--- src/rtl/uart_intr_pkg.sv ---
package uart_intr_pkg;

    typedef enum logic [1:0] {
        ID_MODEM   = 2'b00,
        ID_TXEMPTY = 2'b01,
        ID_RXDATA  = 2'b10,
        ID_LINE    = 2'b11
    } irq_id_e;

    typedef enum logic [1:0] {
        TO_IDLE  = 2'd0,
        TO_COUNT = 2'd1,
        TO_FIRED = 2'd2
    } to_state_e;

    localparam int EN_RX = 0;
    localparam int EN_TX = 1;
    localparam int EN_LS = 2;
    localparam int EN_MS = 3;

endpackage

--- src/rtl/uart_rx_timeout.sv ---
module uart_rx_timeout
    import uart_intr_pkg::*;
#(
    parameter int LVL_W    = 5,
    parameter int CNT_W    = 16,
    parameter int TO_CHARS = 4
) (
    input  logic             clk,
    input  logic             rst_n,
    input  logic             fifo_mode,
    input  logic [LVL_W-1:0] rx_level,
    input  logic             rx_push,
    input  logic             rx_pop,
    input  logic [CNT_W-1:0] char_cycles,
    output logic             timeout
);
    localparam int CHR_W = (TO_CHARS > 1) ? $clog2(TO_CHARS) : 1;
    localparam logic [CHR_W-1:0] CHR_LAST = CHR_W'(TO_CHARS - 1);

    to_state_e        st, st_nxt;
    logic [CNT_W-1:0] cyc;
    logic [CHR_W-1:0] chr;
    logic             armed, activity, cyc_end, last_tick;

    assign armed     = fifo_mode && (rx_level != '0);
    assign activity  = rx_push || rx_pop;
    assign cyc_end   = (cyc == char_cycles - CNT_W'(1));
    assign last_tick = cyc_end && (chr == CHR_LAST);

    always_ff @(posedge clk or negedge rst_n) begin
        if (!rst_n) st <= TO_IDLE;
        else        st <= st_nxt;
    end

    always_comb begin
        st_nxt = st;
        unique case (st)
            TO_IDLE:  if (armed) st_nxt = TO_COUNT;
            TO_COUNT: begin
                if (!armed)         st_nxt = TO_IDLE;
                else if (activity)  st_nxt = TO_COUNT;
                else if (last_tick) st_nxt = TO_FIRED;
            end
            TO_FIRED: begin
                if (!armed)        st_nxt = TO_IDLE;
                else if (activity) st_nxt = TO_COUNT;
            end
            default:  st_nxt = TO_IDLE;
        endcase
    end

    always_ff @(posedge clk or negedge rst_n) begin
        if (!rst_n) begin
            cyc <= '0;
            chr <= '0;
        end else if (st != TO_COUNT || activity) begin
            cyc <= '0;
            chr <= '0;
        end else if (cyc_end) begin
            cyc <= '0;
            if (chr != CHR_LAST) chr <= chr + CHR_W'(1);
        end else begin
            cyc <= cyc + CNT_W'(1);
        end
    end

    always_comb begin
        timeout = (st == TO_FIRED);
    end

    p_activity_clears_r5: assert property (@(posedge clk) disable iff (!rst_n)
        (rx_push || rx_pop) |=> !timeout);

    p_empty_no_timeout_r5: assert property (@(posedge clk) disable iff (!rst_n)
        !armed |=> !timeout);

endmodule

--- src/rtl/uart_modem_delta.sv ---
module uart_modem_delta #(
    parameter int MODEM_W = 4
) (
    input  logic               clk,
    input  logic               rst_n,
    input  logic [MODEM_W-1:0] lines,
    input  logic               rd_clr,
    output logic               delta_any
);
    logic [MODEM_W-1:0] prev, delta;
    logic               primed;

    always_ff @(posedge clk or negedge rst_n) begin
        if (!rst_n) begin
            prev   <= '0;
            delta  <= '0;
            primed <= 1'b0;
        end else begin
            prev   <= lines;
            primed <= 1'b1;
            delta  <= (rd_clr ? '0 : delta) | (primed ? (lines ^ prev) : '0);
        end
    end

    assign delta_any = |delta;

    p_change_flags_r7: assert property (@(posedge clk) disable iff (!rst_n)
        (primed && lines != prev) |=> delta_any);

    p_read_clears_r7: assert property (@(posedge clk) disable iff (!rst_n)
        (rd_clr && primed && $stable(lines)) |=> !delta_any);

endmodule

--- src/rtl/uart_intr_ident.sv ---
module uart_intr_ident
    import uart_intr_pkg::*;
#(
    parameter int FIFO_DEPTH = 16,
    parameter int CNT_W      = 16,
    parameter int TO_CHARS   = 4,
    parameter int MODEM_W    = 4,
    parameter int LSR_W      = 4,
    localparam int LVL_W     = $clog2(FIFO_DEPTH + 1)
) (
    input  logic               clk,
    input  logic               rst_n,
    input  logic               fifo_mode,
    input  logic [3:0]         ier,
    input  logic [LSR_W-1:0]   lsr_err,
    input  logic [LVL_W-1:0]   rx_level,
    input  logic [LVL_W-1:0]   rx_trig,
    input  logic               rhr_full,
    input  logic               rx_push,
    input  logic               rx_pop,
    input  logic [CNT_W-1:0]   char_cycles,
    input  logic [LVL_W-1:0]   tx_level,
    input  logic               thr_empty,
    input  logic [MODEM_W-1:0] modem_in,
    input  logic               rd_lsr,
    input  logic               rd_iir,
    input  logic               rd_msr,
    output logic [7:0]         iir,
    output logic               irq
);
    localparam logic [LVL_W-1:0] TX_HALF = LVL_W'(FIFO_DEPTH / 2);

    logic    ls_hold, ms_any, to_raw, to_hit, rx_avail;
    logic    tx_cond, tx_cond_q, tx_pend, tx_ack;
    logic    pend, to_bit;
    irq_id_e id;

    uart_rx_timeout #(.LVL_W(LVL_W), .CNT_W(CNT_W), .TO_CHARS(TO_CHARS)) u_timeout (
        .clk         (clk),
        .rst_n       (rst_n),
        .fifo_mode   (fifo_mode),
        .rx_level    (rx_level),
        .rx_push     (rx_push),
        .rx_pop      (rx_pop),
        .char_cycles (char_cycles),
        .timeout     (to_raw)
    );

    uart_modem_delta #(.MODEM_W(MODEM_W)) u_modem (
        .clk       (clk),
        .rst_n     (rst_n),
        .lines     (modem_in),
        .rd_clr    (rd_msr),
        .delta_any (ms_any)
    );

    always_ff @(posedge clk or negedge rst_n) begin
        if (!rst_n) ls_hold <= 1'b0;
        else        ls_hold <= (rd_lsr ? 1'b0 : ls_hold) | (|lsr_err);
    end

    assign rx_avail = fifo_mode ? (rx_level >= rx_trig) : rhr_full;
    assign to_hit   = to_raw && fifo_mode;
    assign tx_cond  = fifo_mode ? (tx_level <= TX_HALF) : thr_empty;
    assign tx_ack   = rd_iir && pend && (id == ID_TXEMPTY);

    always_ff @(posedge clk or negedge rst_n) begin
        if (!rst_n) begin
            tx_cond_q <= 1'b0;
            tx_pend   <= 1'b0;
        end else begin
            tx_cond_q <= tx_cond;
            if (!tx_cond)                    tx_pend <= 1'b0;
            else if (tx_cond && !tx_cond_q)  tx_pend <= 1'b1;
            else if (tx_ack)                 tx_pend <= 1'b0;
        end
    end

    always_comb begin
        pend   = 1'b1;
        to_bit = 1'b0;
        id     = ID_MODEM;
        if (ier[EN_LS] && ls_hold) begin
            id = ID_LINE;
        end else if (ier[EN_RX] && (rx_avail || to_hit)) begin
            id     = ID_RXDATA;
            to_bit = to_hit;
        end else if (ier[EN_TX] && tx_pend) begin
            id = ID_TXEMPTY;
        end else if (ier[EN_MS] && ms_any) begin
            id = ID_MODEM;
        end else begin
            pend = 1'b0;
        end
    end

    assign iir = {4'b0000, to_bit, id, ~pend};
    assign irq = pend;

    p_line_first_r8: assert property (@(posedge clk) disable iff (!rst_n)
        (ier[EN_LS] && ls_hold) |-> (iir[2:1] == 2'b11 && !iir[0]));

    p_timeout_code_r5: assert property (@(posedge clk) disable iff (!rst_n)
        iir[3] |-> (iir[2:1] == 2'b10 && fifo_mode && !iir[0]));

    p_ls_clear_r3: assert property (@(posedge clk) disable iff (!rst_n)
        (rd_lsr && lsr_err == '0) |=> !ls_hold);

    p_tx_ack_r6: assert property (@(posedge clk) disable iff (!rst_n)
        (rd_iir && iir[3:0] == 4'b0010) |=> !tx_pend);

endmodule

--- config.mk ---
export PLATFORM = sky130hd
export DESIGN_NAME = uart_intr_ident
export DESIGN_NICKNAME = d
export VERILOG_FILES = /design/src/rtl/uart_intr_pkg.sv /design/src/rtl/uart_rx_timeout.sv /design/src/rtl/uart_modem_delta.sv /design/src/rtl/uart_intr_ident.sv
export SDC_FILE = /design/constraint.sdc
export NUM_CORES = 1
export LEC_CHECK = 0
export CAP_MARGIN = 20
export CORE_MARGIN = 2
export CORE_UTILIZATION = 55
export DETAILED_ROUTE_END_ITERATION = 8
export DONT_BUFFER_PORTS = 1
export PLACE_DENSITY = 0.78
export REMOVE_ABC_BUFFERS = 1
export SLEW_MARGIN = 15
export SYNTH_ARGS = -nofsm -noshare
export SYNTH_HDL_FRONTEND = slang
export SYNTH_SLANG_ARGS = --single-unit
--- constraint.sdc ---
create_clock -name clk -period 4.2 [get_ports clk]
set_input_delay 0.63 -clock clk [delete_from_list [all_inputs] [get_ports clk]]
set_output_delay 0.63 -clock clk [all_outputs]
set_load 0.02 [all_outputs]
; ---- Word-level counts from Yosys, hierarchy flattened
; Index checks and enable logic that the tools add are counted.
[classes]
n_eq_ne = 11
muxes = 29
bitwise = 4
add_sub_neg = 3
n_reduce_logical = 22
magnitude_cmp = 2
[op_table]
columns = operator, n
row1 = 2-to-1 mux 16 bit, 2
row2 = 2-to-1 mux 2 bit, 11
row3 = adder 16 x 1 -> 16 bit (second input constant), 1
row4 = == test 16 bit, 1
row5 = subtractor 16 x 1 -> 16 bit (second input constant), 1
row6 = 2-to-1 mux 1 bit, 13
row7 = logical AND 1 bit, 10
row8 = 2-to-1 mux 4 bit, 2
row9 = OR reduction 4 bit, 2
row10 = case mux 2 bit (3 select lines), 1
row11 = >= comparator 5 bit, 1
row12 = <= comparator 5 x 4 -> 1 bit (second input constant), 1
row13 = nonzero test 5 bit, 1
row14 = == test 2 x 1 -> 1 bit (second input constant), 2
row15 = == test 2 bit (second input constant), 2
row16 = inequality test 2 x 1 -> 1 bit (second input constant), 2
row17 = inequality test 4 bit (second input constant), 1
row18 = OR 4 bit, 1
row19 = nonzero test 2 bit, 2
row20 = XOR 4 bit, 1
row21 = logical OR 1 bit, 3
row22 = inequality test 3 x 1 -> 1 bit (second input constant), 1
row23 = inequality test 3 bit (second input constant), 1
row24 = AND reduction 3 bit, 1
row25 = other kinds (7), 7
[totals]
input_bits = 53
regBits = 32

; ---- Logic depth before layout (Yosys ltp)
; Gate-level depths: netlist of run 1.
[logic_depth]
ltp_word = 11
mapped_depth = 10

; ---- Modules after synthesis
; A second synthesis of run 1 with hierarchy kept.
[unflattened]
cells_unflattened = 246
hier_area_um2 = 2296.0
[by_module_without_submodules]
columns = mod, seq_area_each_um2, area_per_inst_um2, cells_per_inst, instances
row1 = uart_rx_timeout, 500.5, 1611.5, 178, 1
row2 = uart_intr_ident, 75.1, 372.9, 48, 1
row3 = uart_modem_delta, 225.2, 311.5, 20, 1

; ---- Worst setup path after synthesis of run 1
; Ideal clock, no wire load.
[synth_path]
path_type = input to output
startpoint = in rx_level[0]
endpoint = out iir[0]
path_stages = 9
t_arrival_ns = 2.049
setup_slack_ns = 1.521
required_time_ns = 3.570
n_path_buf = 0
cell_sequence = inv_1 -> ha_1 -> nand2b_1 -> a21o_1 -> a21oi_1 -> nor2b_1 -> o21ai_0 -> a41o_1 -> and4_1
[synth_between]
elab_chain_cells = 7
[synth_lines]
columns = item, line
row1 = "start, declared", uart_intr_ident.sv:16  ; input logic [LVL_W-1:0] rx_level,
row2 = >= comparator 5 bit, uart_intr_ident.sv:62  ; assign rx_avail = fifo_mode ? (rx_level >= rx_trig) : rhr_full;
row3 = 2-to-1 mux 1 bit, uart_intr_ident.sv:62
row4 = logical OR 1 bit, uart_intr_ident.sv:85  ; end else if (ier[EN_RX] && (rx_avail || to_hit)) begin
row5 = logical AND 1 bit, uart_intr_ident.sv:85
row6 = 2-to-1 mux 1 bit, uart_intr_ident.sv:85
row7 = 2-to-1 mux 1 bit, uart_intr_ident.sv:83  ; if (ier[EN_LS] && ls_hold) begin
row8 = inverter 1 bit, uart_intr_ident.sv:97  ; assign iir = {4'b0000, to_bit, id, ~pend};
row9 = "end, declared", uart_intr_ident.sv:28  ; output logic [7:0] iir,
; No other way between the ends.

; ---- Worst setup path in the final report of run 1
; Ends and elaborated chain as after synthesis.

==> results.toml, run 1 <==
[power]
peakVddDrop_mv = 0.209
power_density_mw_per_mm2 = 269
total_power_mw = 0.632
p_leak_nw = 1.00

[synth]
synth_xor_area_share_pct = 14.4
synth_top_family_by_area = "simple AND/OR/NAND/NOR gates"
synth-seq-cells = 32
synth_fa_ha_area_share_pct = 4.45
ys_top_cells_by_area = "dfrtp_1, xnor2_1, xor2_1"
ys.flop_type = "dfrtp_1"
ys_seq_area_share_pct = 35.6
synth-compound-area-share_pct = 9.29
syn-cell-area_mm2 = 0.00225
syn-mean-instance-area_um2 = 8.78
yosys.area_share.simple_pct = 27.4
synth_edf_count = 0
synthMuxAreaShare_pct = 2.78
yosysTopAreaCellShare_pct = 35.6
ys_warn_count = 0
synthCells = 256
ys_async_sr_fraction_pct = 100
yosysTopAreaCell = "dfrtp_1"
synth_cell_types = 47

[timing]
timing.max_slew.rel_slack_pct = 52.9
finalMaxSlewViolations = 0
post-route-period-util_pct = 66.5
setup_viol = 0
fmax_ghz = 0.358
worst_slack_ns = 1.40
hold_viol_final = 0
period_minus_slack_ns = 2.80
worst_hold_slack_ns = 0.0362
grt_setup_unrepaired = "false"
timing.setup.tns_ns = 0
worstMarginPinSlew_ns = 0.706
fin_worst_skew_ns = 0.00823

[route]
drt-vias-per-instance = 5.68
post_drt_wl_per_cell_um = 13.9
dr.pass1.iters = 4
drt-initial-drc-count = 62
postRouteAntennaNets = 0
post-route-drc-count = 0
routed_wl_um = 4250
vias = 1743

[clock_network]
cts_buffers = 5
postCtsSetupBuffers = 0
clk_pin_slew_worst_paths_ns = 0.07
ctsHoldBuffers = 0
cts_buffer_depth = 2
cts_tree = "built"
cts_resized = 0
htreeDepth = 2
cts_root_buf = "clkbuf_8"
insertion_delay_ns = 0.28
cts.sinks = 32

[worst_setup_path]
cp-end-kind = "output port"
r2r_start = "u_timeout.cyc[15]"
crit_chain = "inv_1 > ha_1 > nand2b_1 > a21o_1 > a21oi_1 > nor2b_1 > o21ai_0 > a41o_1 > and4_1"
worstPathRequired_ns = 3.57
worstPathArrival_ns = 2.17
cpMaxStageDelayCell = "and4_1"
worstSetupPathType = "primary input to output port"
crit_start = "rx_level[0]"
startpoint_type = "primary input"
path_max_fanout = 5
slowest_delay_ns = 0.33

[grt]
overflow = 0
grtUsageTotal_pct = 19.9
grt_pass1_wl_um = 6900
grt_use_met2_pct = 34.2
busiest_layer = "met2"
grt_start_max_net_pins = 33
antenna_found_initial = 0
grt_pass1_vias = 1638
grt_util_met1_pct = 24.7
met3_usage_pct = 5.43

[worst_hold_path]
hold_class = "primary input to async pin"

[cells_and_area]
fin_nets = 317
drive_gt1_share_pct = 6.23
layout_common_cells = "dfrtp_1, nor2_1, nand2_1, xnor2_1, xor2_1"
n_antenna_cell = 0
syn_to_final_growth_pct = 4.56
n_fill_cell = 354
final_core_util_pct = 59.2
layout_commonest_cell = "dfrtp_1"

[floorplan]
placementRows = 23
core_mm2 = 0.00397
die_w_um = 67.9
die-area_mm2 = 0.00462
initial_core_util_pct = 56.6
pin_count = 62
chipHeight_um = 67.9

[place]
dp_hpwl_um = 3360
post-place-ws_ns = 1.40
port_buffers = 0
routabilityCongestion = 0.751

[run]
cap_viol_max_count = 0

[run_status]
status = "completed"
[worst paths after layout]
kind	slack (ns)	cells after the start	endpoint
setup / recovery	1.40	9	iir[0]
hold / removal	0.04	0	u_modem.delta[1]
setup reg to reg	1.83	7	u_timeout.cyc[12]
hold reg to reg	0.45	1	tx_pend
max in group asynchronous	4.08	0	u_timeout.cyc[10]
min in group clk	0.37	0	u_modem.prev[2]
[metrics by stage]
step	area [um^2]	instances
finish	2350	307
global route	2350	307
CTS	2350	307
detailed placement	2260	299
global placement	2260	299
floorplan	2200	249
[synth_stat cells, drive strengths merged, types with 2 or more instances]
| master | number |
|---|---|
| nand2b | 3 |
| a21oi | 4 |
| mux2 | 2 |
| a31oi | 2 |
| dfrtp | 32 |
| inv | 17 |
| mux2i | 4 |
| nor3 | 5 |
| conb | 2 |
| xnor2 | 19 |
| nor2 | 30 |
| a211oi | 2 |
| nand4b | 2 |
| buf | 6 |
| o211ai | 2 |
| nand3b | 4 |
| nor3b | 3 |
| o311ai | 2 |
| nand3 | 11 |
| xor2 | 18 |
| clkbuf | 4 |
| ha | 8 |
| nor4 | 3 |
| and2 | 3 |
| nand2 | 25 |
| and3 | 6 |
| o21ai | 11 |
| nand4 | 7 |
| or3 | 4 |
| nor2b | 4 |
[critical path: cells and delay by family]
family          cells  cell delay (ns)
fa+ha+maj           1             0.26
buf+inv             1             0.02
compound gates      4             0.72
simple gates        3             0.52
[kinds of logic (layout without fill, tap and decap cells)]
| kind of cell | Yosys count | after routing |
|---|---|---|
| compound gates | 30 | 30 |
| flops | 32 | 32 |
| other cells | 2 | 5 |
| mux | 6 | 6 |
| buf+inv | 27 | 25 |
| xor+xnor | 37 | 37 |
| simple gates | 114 | 114 |
| fa+ha+maj | 8 | 8 |
[report_power, final]
group / switching, mW / total, mW / internal [mW]
registers: 0.00641 / 0.325 / 0.318
clock network: 0.110 / 0.241 / 0.131
logic: 0.0373 / 0.0668 / 0.0295
[flip-flops by register name, indices dropped and copies added (netlist names)]
register	cells
u_modem.prev	4
u_modem.delta	4
u_timeout.cyc	16
tx_pend	1
u_timeout.st	2
u_modem.primed	1
tx_cond_q	1
u_timeout.chr	2
ls_hold	1
[layout make-up]
type / count / area [um^2] / share of cell area (%)
inverters: 17 / 63.8 / 2.71
clock inverters: 2 / 10.0 / 0.426
well taps: 50 / 62.6 / 2.66
clock buffers: 6 / 82.6 / 3.51
multi-input cells: 200 / 1330 / 56.6
flip-flops and latches: 32 / 801 / 34.1
[layer usage]
metal	wire length (um)	part of all wire [%]	vias to the layer above
li1	-	-	867
met5	0	0	-
met1	1850	43	827
met3	241	5.7	4
met4	21	0.49	0
met2	2140	50	45
No activity file was read; power rests on OpenSTA's default activity.
==> inputs of run 2 (changes only) <==
--- a/config.mk
+++ b/config.mk
@@ -5,12 +5,13 @@
 export SDC_FILE = /design/constraint.sdc
 export NUM_CORES = 1
 export LEC_CHECK = 0
+export ABC_AREA = 1
 export CAP_MARGIN = 20
 export CORE_MARGIN = 2
 export CORE_UTILIZATION = 55
 export DETAILED_ROUTE_END_ITERATION = 8
 export DONT_BUFFER_PORTS = 1
-export PLACE_DENSITY = 0.78
+export PLACE_DENSITY = 0.81
 export REMOVE_ABC_BUFFERS = 1
 export SLEW_MARGIN = 15
 export SYNTH_ARGS = -nofsm -noshare
==> constraint.sdc (replaced) <==
create_clock -name clk -period 2.3 [get_ports clk]
set_input_delay 0.345 -clock clk [delete_from_list [all_inputs] [get_ports clk]]
set_output_delay 0.345 -clock clk [all_outputs]
set_load 0.02 [all_outputs]
==> run 2 against run 1 <==
Combinational power rose to 3.7 times the previous value. Synthesized area rose by 13%. Clock skew fell by 0.0028 ns. Sequential share of layout area fell by 4.6 points. Routed wire length rose by 21%.
==> results.toml, run 2 <==
[grt]
busiest_layer = "met2"
antenna_found_initial = 0
grt_pass1_vias = 2369
met3_usage_pct = 3.66
overflow = 0
grt_pass1_wl_um = 9160
grt_use_met2_pct = 41.2
grtUsageTotal_pct = 22.4
grt_util_met1_pct = 25.2
grt_start_max_net_pins = 33

[clock_network]
insertion_delay_ns = 0.28
cts_buffer_depth = 2
cts_root_buf = "clkbuf_8"
postCtsSetupBuffers = 0
htreeDepth = 2
cts_buffers = 5
clk_pin_slew_worst_paths_ns = 0.06
cts.sinks = 32
cts_tree = "built"

[timing]
fin_worst_skew_ns = 0.00542
post-route-period-util_pct = 90.1
worst_hold_slack_ns = 0.0896
fmax_ghz = 0.482
finalMaxSlewViolations = 0
hold_viol_final = 0
timing.setup.tns_ns = 0
setup_viol = 0
grt_setup_unrepaired = "false"
period_minus_slack_ns = 2.07

[worst_setup_path]
slowest_delay_ns = 0.42
crit_buf_inv = 3
crit_chain = "inv_1 > nor2_1 > nor3b_1 > o21ai_0 > nand2_1 > nand2_1 > nor3_1 > inv_1 > buf_4"
cp-end-kind = "output port"
worstPathRequired_ns = 1.96
worstSetupPathType = "flip-flop to output port"
cpMaxStageDelayCell = "dfrtp_1"
startpoint_type = "flip-flop"
worstPathArrival_ns = 1.73
path_max_fanout = 4
cpLargestDelayFamily = "simple AND/OR/NAND/NOR gates"

[run_status]
status = "completed"

[floorplan]
core_mm2 = 0.00438
placementRows = 24
pin_count = 62
initial_core_util_pct = 57.7
chipHeight_um = 71.8
die-area_mm2 = 0.00516
die_w_um = 71.8

[power]
p_sw_mw = 0.372
p_leak_nw = 1.43
clock_power_share_pct = 37.7
swShare_pct = 27.1
p_int_mw = 1.00
power_density_mw_per_mm2 = 505
combPwrFrac_pct = 18.0
peakVddDrop_mv = 0.612
power_frac_seq_pct = 44.4

[synth]
yosysTopAreaCellShare_pct = 31.7
synthCells = 396
ys_top_cells_by_area = "dfrtp_1, nand2_1, inv_1"
syn-cell-area_mm2 = 0.00253
synth_cell_types = 31
synth_fa_ha_area_share_pct = 3.96
synth_edf_count = 0
ys_async_sr_fraction_pct = 100
ys_warn_count = 0
syn-mean-instance-area_um2 = 6.39
synthTopCellsByCount = "nand2_1, inv_1, nor2_1, dfrtp_1, nand3_1"
synth-seq-cells = 32
yosys.area_share.simple_pct = 37.9
synth_top_family_by_area = "simple AND/OR/NAND/NOR gates"
ys_seq_area_share_pct = 31.7
synth-compound-area-share_pct = 7.37
synthMuxAreaShare_pct = 0
synth_most_common_cell = "nand2_1"
synth_xor_area_share_pct = 6.23
yosysTopAreaCell = "dfrtp_1"
ys.flop_type = "dfrtp_1"

[place]
placed_area_mm2 = 0.00258
dpl.cell_count = 448
port_buffers = 0
dp_hpwl_um = 4310
routabilityCongestion = 0.847

[route]
drt-initial-drc-count = 116
dr.pass1.iters = 4
routed_wl_um = 5170
post_drt_wl_per_cell_um = 11.3
post-route-drc-count = 0
postRouteAntennaNets = 0
vias = 2350
drt-vias-per-instance = 5.13

[cells_and_area]
drive_gt1_share_pct = 5.91
largest_reg_flops = 16
design_area_mm2 = 0.00272
syn_to_final_growth_pct = 7.42
top_regs = "u_timeout.cyc x16, u_modem.delta x4, u_modem.prev x4"
n_antenna_cell = 0
layout_common_cells = "nand2_1, inv_1, nor2_1, dfrtp_1, nand3_1"
finalNonFillerCells = 458
layout_commonest_cell = "nand2_1"
top_register = "u_timeout.cyc"
fin_nets = 466

[run]
cap_viol_max_count = 0

[worst_hold_path]
hold_class = "primary input to flip-flop"
[run 2: changes by cell type after synthesis, sizes merged, moves of 5 or more]
cell	change
nand2	+91
inv	+55
nor2	+39
nand3	+12
xor2	-10
xnor2	-9
a21oi	+6
and3	-6
o22ai	+5
[run 2: final timing paths]
kind | start | end | slack (ns) | depth (start not counted)
setup reg to reg | u_timeout.cyc[0] | u_timeout.cyc[12] | 0.30 | 10
hold reg to reg | tx_cond_q | tx_pend | 0.43 | 1
min in group asynchronous | rst_n | u_modem.prev[2] | 0.50 | 2
max in group asynchronous | rst_n | u_timeout.cyc[15] | 1.63 | 2
setup / recovery | u_timeout.st[1] | irq | 0.23 | 9
hold / removal | modem_in[3] | u_modem.prev[3] | 0.09 | 0
[run 2: per-layer routing]
layer	up-vias	wire length [um]	part of all wire, %
met2	72	2530	49
met1	1044	2200	42
met4	0	97	1.9
met5	-	0	0
met3	7	337	6.5
li1	1227	-	-
[run 2: layout make-up]
type / instances / area (um^2)
clock buffers: 6 / 72.6
clock inverters: 2 / 35.0
fillers: 415 / 1670
inverters: 72 / 270
multi-input cells: 289 / 1420
flip-flops and latches: 32 / 801
well taps: 52 / 65.1
repair buffers: 5 / 52.6
[run 2: repair_timing]
item / 4_1_cts / 5_1_grt
hold endpoints to repair: 32 / 0
gates resized for setup: 0 / 0
hold buffers: 2 / 0
[run 2: cells by family (layout without fill, tap and decap cells)]
kind of cell,Yosys count,after routing
flip-flops,32,32
buffers and inverters,78,85
adder cells (fa/ha/maj),8,8
AO/OA/AOI/OAI,33,33
AND/OR/NAND/NOR,225,225
XOR/XNOR,18,18
other,2,5
[run 2: worst reg2reg max path, delay by kind of cell (launching register included)]
kind	cells	cell delay [ns]
AND/OR/NAND/NOR	7	1.03
flip-flops	1	0.41
adder cells (fa/ha/maj)	1	0.21
XOR/XNOR	1	0.15
buffers and inverters	1	0.09
[run 2: power by group through the flow]
| stage | Combinational, mW | Clock (mW) | Sequential [mW] |
|---|---|---|---|
| final | 0.247 | 0.517 | 0.609 |
| after global routing | 0.287 | 0.566 | 0.612 |
| after CTS | 0.248 | 0.534 | 0.610 |
| after detailed placement | 0.230 | 0 | 0.620 |
| after global placement | 0.222 | 0 | 0.618 |
| after floorplan | 0.188 | 0 | 0.615 |
[run 2: stage by stage]
step / worst slack [ns] / utilization (%) / power [mW]
finish: 0.227 / 62.0 / 1.37
global route: 0.0134 / 62.0 / 1.46
CTS: 0.211 / 62.0 / 1.39
detailed placement: 0.145 / 58.8 / 0.850
global placement: 0.295 / 58.8 / 0.840
floorplan: -0.115 / - / 0.803
